<file path="config.mk">
export PLATFORM = sky130hd
export DESIGN_NAME = trace_buf_wctl
export DESIGN_NICKNAME = d
export VERILOG_FILES = /design/src/rtl/tbw_pkg.sv /design/src/rtl/tbw_ctl_regs.sv /design/src/rtl/tbw_wptr.sv /design/src/rtl/tbw_stage.sv /design/src/rtl/tbw_seq.sv /design/src/rtl/trace_buf_wctl.sv
export SDC_FILE = /design/constraint.sdc
export NUM_CORES = 1
export LEC_CHECK = 0
export BUFFER_PORTS_ARGS = -buffer_cell sky130_fd_sc_hd__clkbuf_2
export CORE_ASPECT_RATIO = 0.9
export CORE_UTILIZATION = 45
export DETAILED_ROUTE_END_ITERATION = 8
export PLACE_DENSITY = 0.68
export SETUP_SLACK_MARGIN = 0.15
export SYNTH_ARGS = -nofsm -noshare
export SYNTH_HDL_FRONTEND = slang
export SYNTH_SLANG_ARGS = --single-unit
</file>
<file path="constraint.sdc">
create_clock -name clk_i -period 4 [get_ports clk_i]
set_clock_uncertainty 0.15 [all_clocks]
set_input_delay 1.2 -clock clk_i [delete_from_list [all_inputs] [get_ports clk_i]]
set_output_delay 1.2 -clock clk_i [all_outputs]
set_load 0.01 [all_outputs]
</file>
<file path="src/rtl/tbw_pkg.sv">
package tbw_pkg;
  localparam int unsigned PG_BITS = 12;

  typedef enum logic [1:0] {
    FILL_STOP = 2'b00,
    FILL_IRQ  = 2'b01,
    FILL_RSV  = 2'b10,
    FILL_CIRC = 2'b11
  } fill_mode_e;

  typedef enum logic [1:0] {
    TRG_STOP = 2'b00,
    TRG_IRQ  = 2'b01,
    TRG_RSV  = 2'b10,
    TRG_IGN  = 2'b11
  } trig_mode_e;

  typedef enum logic [1:0] {
    ST_IDLE  = 2'b00,
    ST_RUN   = 2'b01,
    ST_FLUSH = 2'b10,
    ST_HALT  = 2'b11
  } run_state_e;

  typedef struct packed {
    logic stop;
    logic irq;
  } evt_act_t;

  // reserved encodings fall back to the no-action setting
  function automatic evt_act_t fill_action(fill_mode_e m);
    evt_act_t a;
    unique case (m)
      FILL_STOP: a = '{stop: 1'b1, irq: 1'b1};
      FILL_IRQ:  a = '{stop: 1'b0, irq: 1'b1};
      default:   a = '{stop: 1'b0, irq: 1'b0};
    endcase
    return a;
  endfunction

  function automatic evt_act_t trig_action(trig_mode_e m);
    evt_act_t a;
    unique case (m)
      TRG_STOP: a = '{stop: 1'b1, irq: 1'b1};
      TRG_IRQ:  a = '{stop: 1'b0, irq: 1'b1};
      default:  a = '{stop: 1'b0, irq: 1'b0};
    endcase
    return a;
  endfunction
endpackage

</file>
<file path="src/rtl/tbw_ctl_regs.sv">
module tbw_ctl_regs
  import tbw_pkg::*;
#(
  parameter int unsigned AW = 64
) (
  input  logic          clk_i,
  input  logic          rst_ni,
  input  logic          ctl_we_i,
  input  logic [AW-1:0] ctl_wdata_i,
  input  logic          base_we_i,
  input  logic [AW-1:0] base_i,
  output logic          en_o,
  output fill_mode_e    fm_o,
  output trig_mode_e    tm_o,
  output logic [AW-1:0] limit_o,
  output logic [AW-1:0] base_o,
  output logic [AW-1:0] rdata_o
);
  localparam int unsigned HW = AW - PG_BITS;

  logic          en_q, am_q;
  fill_mode_e    fm_q;
  trig_mode_e    tm_q;
  logic [HW-1:0] lim_q, base_q;
  logic          unused_bits;

  assign unused_bits = ^{base_i[PG_BITS-1:0], ctl_wdata_i[PG_BITS-1:6]};

  always_ff @(posedge clk_i or negedge rst_ni) begin
    if (!rst_ni) begin
      en_q  <= 1'b0;
      am_q  <= 1'b0;
      fm_q  <= FILL_STOP;
      tm_q  <= TRG_STOP;
      lim_q <= '0;
    end else if (ctl_we_i) begin
      en_q  <= ctl_wdata_i[0];
      fm_q  <= fill_mode_e'(ctl_wdata_i[2:1]);
      tm_q  <= trig_mode_e'(ctl_wdata_i[4:3]);
      am_q  <= ctl_wdata_i[5];
      lim_q <= ctl_wdata_i[AW-1:PG_BITS];
    end
  end

  always_ff @(posedge clk_i or negedge rst_ni) begin
    if (!rst_ni)        base_q <= '0;
    else if (base_we_i) base_q <= base_i[AW-1:PG_BITS];
  end

  assign en_o    = en_q;
  assign fm_o    = fm_q;
  assign tm_o    = tm_q;
  assign limit_o = {lim_q, {PG_BITS{1'b0}}};
  assign base_o  = {base_q, {PG_BITS{1'b0}}};
  assign rdata_o = {lim_q, 6'b0, am_q, tm_q, fm_q, en_q};
endmodule

</file>
<file path="src/rtl/tbw_wptr.sv">
module tbw_wptr #(
  parameter int unsigned AW = 64
) (
  input  logic          clk_i,
  input  logic          rst_ni,
  input  logic          load_i,
  input  logic          adv_i,
  input  logic [AW-1:0] base_i,
  input  logic [AW-1:0] limit_i,
  input  logic [AW-1:0] load_val_i,
  output logic [AW-1:0] wptr_o,
  output logic          wrap_o
);
  logic [AW-1:0] wptr_q, wptr_inc;

  assign wptr_inc = wptr_q + AW'(1);
  assign wrap_o   = adv_i && (wptr_inc == limit_i);

  always_ff @(posedge clk_i or negedge rst_ni) begin
    if (!rst_ni)     wptr_q <= '0;
    else if (load_i) wptr_q <= load_val_i;
    else if (adv_i)  wptr_q <= wrap_o ? base_i : wptr_inc;
  end

  assign wptr_o = wptr_q;
endmodule

</file>
<file path="src/rtl/tbw_stage.sv">
module tbw_stage #(
  parameter int unsigned AW = 64,
  parameter int unsigned DW = 8
) (
  input  logic          clk_i,
  input  logic          rst_ni,
  input  logic          load_i,
  input  logic [AW-1:0] addr_i,
  input  logic [DW-1:0] data_i,
  output logic          vld_o,
  output logic [AW-1:0] addr_o,
  output logic [DW-1:0] data_o
);
  always_ff @(posedge clk_i or negedge rst_ni) begin
    if (!rst_ni) vld_o <= 1'b0;
    else         vld_o <= load_i;
  end

  always_ff @(posedge clk_i or negedge rst_ni) begin
    if (!rst_ni) begin
      addr_o <= '0;
      data_o <= '0;
    end else if (load_i) begin
      addr_o <= addr_i;
      data_o <= data_i;
    end
  end
endmodule

</file>
<file path="src/rtl/tbw_seq.sv">
module tbw_seq
  import tbw_pkg::*;
(
  input  logic       clk_i,
  input  logic       rst_ni,
  input  logic       en_i,
  input  fill_mode_e fm_i,
  input  trig_mode_e tm_i,
  input  logic       trig_i,
  input  logic       wrap_i,
  input  logic       stage_vld_i,
  input  logic       irq_clr_i,
  output logic       accept_o,
  output logic       trig_hit_o,
  output logic       irq_o,
  output logic       stopped_o
);
  run_state_e st_q, st_d;
  evt_act_t   f_act, t_act;
  logic       irq_q, irq_set, drained;

  assign f_act      = fill_action(fm_i);
  assign t_act      = trig_action(tm_i);
  assign accept_o   = (st_q == ST_RUN) && en_i;
  assign trig_hit_o = accept_o && trig_i;
  assign drained    = (st_q == ST_FLUSH) && en_i && !stage_vld_i;

  always_comb begin
    st_d = st_q;
    if (!en_i) begin
      st_d = ST_IDLE;
    end else begin
      unique case (st_q)
        ST_IDLE:  st_d = ST_RUN;
        ST_RUN: begin
          if (trig_hit_o && t_act.stop)  st_d = ST_FLUSH;
          else if (wrap_i && f_act.stop) st_d = ST_HALT;
        end
        ST_FLUSH: if (!stage_vld_i) st_d = ST_HALT;
        default:  st_d = ST_HALT;
      endcase
    end
  end

  // stop-on-trigger raises its interrupt when the flush completes
  assign irq_set = (wrap_i && f_act.irq)
                 || (trig_hit_o && t_act.irq && !t_act.stop)
                 || drained;

  always_ff @(posedge clk_i or negedge rst_ni) begin
    if (!rst_ni) begin
      st_q  <= ST_IDLE;
      irq_q <= 1'b0;
    end else begin
      st_q <= st_d;
      if (irq_set)        irq_q <= 1'b1;
      else if (irq_clr_i) irq_q <= 1'b0;
    end
  end

  assign irq_o     = irq_q;
  assign stopped_o = (st_q == ST_HALT);
endmodule

</file>
<file path="src/rtl/trace_buf_wctl.sv">
module trace_buf_wctl
  import tbw_pkg::*;
#(
  parameter int unsigned AW = 64,
  parameter int unsigned DW = 8
) (
  input  logic          clk_i,
  input  logic          rst_ni,
  input  logic          ctl_we_i,
  input  logic [AW-1:0] ctl_wdata_i,
  output logic [AW-1:0] ctl_rdata_o,
  input  logic          base_we_i,
  input  logic [AW-1:0] base_i,
  input  logic          irq_clr_i,
  input  logic          trig_i,
  input  logic          data_valid_i,
  input  logic [DW-1:0] data_i,
  output logic          mem_we_o,
  output logic [AW-1:0] mem_addr_o,
  output logic [DW-1:0] mem_wdata_o,
  output logic          irq_o,
  output logic          stopped_o
);
  logic          en_q, accept, take, wrap_hit, trig_hit;
  fill_mode_e    fm;
  trig_mode_e    tm;
  logic [AW-1:0] limit_addr, base_addr, wptr, base_load;

  assign base_load = {base_i[AW-1:PG_BITS], {PG_BITS{1'b0}}};
  assign take      = accept && data_valid_i;

  tbw_ctl_regs #(.AW(AW)) u_regs (
    .clk_i       (clk_i),
    .rst_ni      (rst_ni),
    .ctl_we_i    (ctl_we_i),
    .ctl_wdata_i (ctl_wdata_i),
    .base_we_i   (base_we_i),
    .base_i      (base_i),
    .en_o        (en_q),
    .fm_o        (fm),
    .tm_o        (tm),
    .limit_o     (limit_addr),
    .base_o      (base_addr),
    .rdata_o     (ctl_rdata_o)
  );

  tbw_wptr #(.AW(AW)) u_wptr (
    .clk_i      (clk_i),
    .rst_ni     (rst_ni),
    .load_i     (base_we_i),
    .adv_i      (take),
    .base_i     (base_addr),
    .limit_i    (limit_addr),
    .load_val_i (base_load),
    .wptr_o     (wptr),
    .wrap_o     (wrap_hit)
  );

  tbw_stage #(.AW(AW), .DW(DW)) u_stage (
    .clk_i  (clk_i),
    .rst_ni (rst_ni),
    .load_i (take),
    .addr_i (wptr),
    .data_i (data_i),
    .vld_o  (mem_we_o),
    .addr_o (mem_addr_o),
    .data_o (mem_wdata_o)
  );

  tbw_seq u_seq (
    .clk_i       (clk_i),
    .rst_ni      (rst_ni),
    .en_i        (en_q),
    .fm_i        (fm),
    .tm_i        (tm),
    .trig_i      (trig_i),
    .wrap_i      (wrap_hit),
    .stage_vld_i (mem_we_o),
    .irq_clr_i   (irq_clr_i),
    .accept_o    (accept),
    .trig_hit_o  (trig_hit),
    .irq_o       (irq_o),
    .stopped_o   (stopped_o)
  );
endmodule

</file>
==> impl_results.md <==
- Clock Sinks: 250
- Power Total: about 7.6 mW
- Largest stage delay, worst path: 0.57 ns
- Final period util: 100%
- Slowest cell on the critical path: or4_4
- Worst skew pair latency: 0.56 ns
- Final setup viols: 1
- Area leader, netlist: dfrtp_1
- Fin area: 20100 sq um
- First-pass GRT wire length: ~84000 microns
- Crit start category: register
- Area contributors post-synth: dfrtp_1 43%, mux2_2 8.0%, nand2_1 7.3%
- Cells along the critical path: nand4_1 -> buf_4 -> or4_4 -> nand4bb_2 -> a31oi_1 -> nor2_1 -> a2111oi_1 -> buf_4 -> nand4_1 -> nor4b_4 -> buf_6 -> buf_12 -> mux2i_1 -> a221o_1
- CTS Root Cell: clkbuf_16
- Grt met1 use: 47.5%
- Largest net degree at the start of global routing: between 70 and 80
- Final hold vios: 0
- Met2 usage: a little over half
- Max-cap check violation count: 0
- Outcome: finished, violations left
- Setup ws final: -0.00424 ns
- Primary FF master, synth: dfrtp_1
- Core area: 32000 sq um
- Routed Antenna Nets: 0
- Iteration-0 DRC Markers: between 1000 and 1500
- Total GRT Usage: 33.5%
- Post-synth ARST share: 100%
- Cell area after placement: 18200 sq um
- RSZ-0062 raised after global routing: true
- Grt met3 use: between 5 and 6%
- Kind of end point of the critical path: register
- Starting Density: 45.8%
- Post-synthesis sequential area ratio: 42.8%
- Post-synthesis cell area: 14600 sq um
- Max Slew Vio Count: 0
- H-Tree Depth: 1
- Final WL: around 57000 microns
- Post-layout util: 63.0%
- Failing checks: negative setup slack
- Pwr dens: 377 nW/um^2
- Seq cells post-synth: 250
- Port-buffer cells: about 260
- Net count, final: around 2200
- RD Place Congestion: 0.991
- Hpwl dp: about 43000 microns
- Cells after synthesis: 1584
- FILL cells: 2754
- Crit-path max FO: 8
- Ports: 282
- Commonest non-fill, non-tap cell in the layout: buf_4
- WS Path Type: register to register
- Area Overhead vs Synth: 37.6%
- First-pass detailed-route iteration total: 5
- DR vias/cell: 5.82
- Total CTS buffers: 26
- Share of cells above drive strength 1: between 40% and 50%
- Hold Path Class: register to register
- Leak: 9.22 nW
- Crit path time final: 4.00 ns
- Row count: 62
- Die ar.: ~33000 sq um
- DRC Markers: 0
- Commonest cells after routing, fill and taps aside: 302 x buf_4, 282 x nand2_1, 254 x clkbuf_2, 245 x dfrtp_1, 128 x nand3_1
- Register area: 6260 sq um
- Die height: 173 microns
- Ys Warns: 0
- Relative slew slack: between 40 and 50%
- Clock slew seen by the registers of the worst setup and hold paths: roughly 0.060 ns
- Gr busiest metal: met2
- # diodes: 0
- Syn_area_per_cell: between 9 and 10 sq um
- Area taken by multi-input logic gates: between 8000 and 9000 sq um
- Max rail drop VDD: ~0.00042 V
- Dpl ws: -0.255 ns
- WP data arrival: 4.29 ns
- Fmax: 0.250 GHz
- DR vias: 14600
- Clock Tree Buf Depth: 3
- Die Wd: 192 microns
- Gr ovfl total: 0
- CTS tree: yes
- Hold Buf Count CTS: 0
- Antenna violations before repair: 0
- Vias in the first global route: 14100
- Synth top area share: 42.8%
- Slew @ Worst Pin: between 0.8 and 0.9 ns
- Post-synth EDFFs: 0
- WL/cell: between 20 and 25 microns
- Critical path data required time: 4.29 ns
- Unique cell type count in the Yosys netlist: 85
-- critical path, delay by kind of cell (launching register included) --
kind	cells	cell delay (ns)
compound gates	3	0.94
simple gates	6	1.63
flops	1	0.38
mux	1	0.08
buf+inv	4	0.70
-- synthesized netlist by cell type (4+ instances only) --
cell and instances:
nand2_1 283, dfrtp_1 250, nand3_1 142, mux2_2 104
clkbuf_1 72, xnor2_1 67, nand4_1 59, nor2_1 59
a22oi_1 47, nand3b_1 41, xor2_1 38, nor4_1 37
o21ai_0 35, or4_1 29, nor3_1 25, buf_2 23
buf_4 21, buf_1 17, inv_1 17, a21oi_1 15
o211ai_1 15, and4_1 14, nand2b_1 14, nor2b_1 13
and3_1 10, and2_1 9, or3_1 9, a2111oi_0 6
mux2i_1 6, nor4_2 6, o2111ai_1 6, a31oi_1 4
o21a_1 4, o221ai_1 4, o22ai_1 4, xnor3_1 4
-- what timing repair did --
item	in CTS	in global routing
cloned	1	9
endpoints found under the setup margin	56	56
setup buffers	15	8
pin swaps	17	33
resized for setup	53	89
-- per-layer routing --
layer  vias to the layer above  wire, microns
met4                         0           1370
met5                         -              0
met2                       596          26600
met3                        81           3850
li1                       6675              -
met1                      7239          25000
-- state kept, by name (all words and copies together), names as in the netlist --
| signal | count |
|---|---|
| u_regs.base_q | 52 |
| u_seq.irq_o | 1 |
| u_regs.lim_q | 52 |
| u_stage.data_o | 8 |
| u_regs.tm_o | 2 |
| u_regs.am_q | 1 |
| u_wptr.wptr_o | 64 |
| u_regs.fm_o | 2 |
| u_regs.en_o | 1 |
| u_seq.st_q | 2 |
| u_stage.addr_o | 64 |
| u_stage.vld_o | 1 |
-- through the flow --
step / hold WS, ns / TNS, ns / cells
floorplan: 0.329 / 0 / 1589
global placement: 0.306 / -4.37 / 2428
detailed placement: 0.312 / -10.65 / 2428
CTS: 0.327 / 0 / 2491
global route: 0.335 / -3.16 / 2508
finish: 0.322 / -0.00424 / 2508
-- where the power goes --
group	internal, mW	total [mW]	switching, mW
clock	1.38	2.40	1.01
sequential	2.89	3.20	0.313
combinational	0.889	1.98	1.10
-- worst paths after layout --
kind	startpoint	endpoint	slack [ns]	cells past startpoint
worst max-delay path	u_wptr.wptr_o[30]	u_wptr.wptr_o[53]	-0.004	14
worst max register to register	u_wptr.wptr_o[30]	u_wptr.wptr_o[53]	-0.004	14
worst min-delay path	u_stage.data_o[6]	u_stage.data_o[6]	0.32	2
max in group asynchronous	rst_ni	u_regs.lim_q[20]	2.34	2
min in group asynchronous	rst_ni	u_stage.data_o[3]	0.49	1
worst min register to register	u_stage.data_o[6]	u_stage.data_o[6]	0.32	2
-- logic make-up after synthesis --
group | share of synthesized area (%)
AND/OR/NAND/NOR | 27.7
multiplexers | 8.42
XOR/XNOR | 7.07
other | 0.0256
AO/OA/AOI/OAI | 8.94
flip-flops | 42.8
buffers and inverters | 4.82
adder cells (fa/ha/maj) | 0.240
-- area by class of cell --
cell class	instances	area share [%]
clock buffer	43	4.05
sequential	250	31.1
inverter	18	0.336
tap	416	2.59
clock inverter	4	0.155
timing repair buffer	593	20.5
multi-input combinational	1184	41.3
No activity file was read; power rests on OpenSTA's default activity.
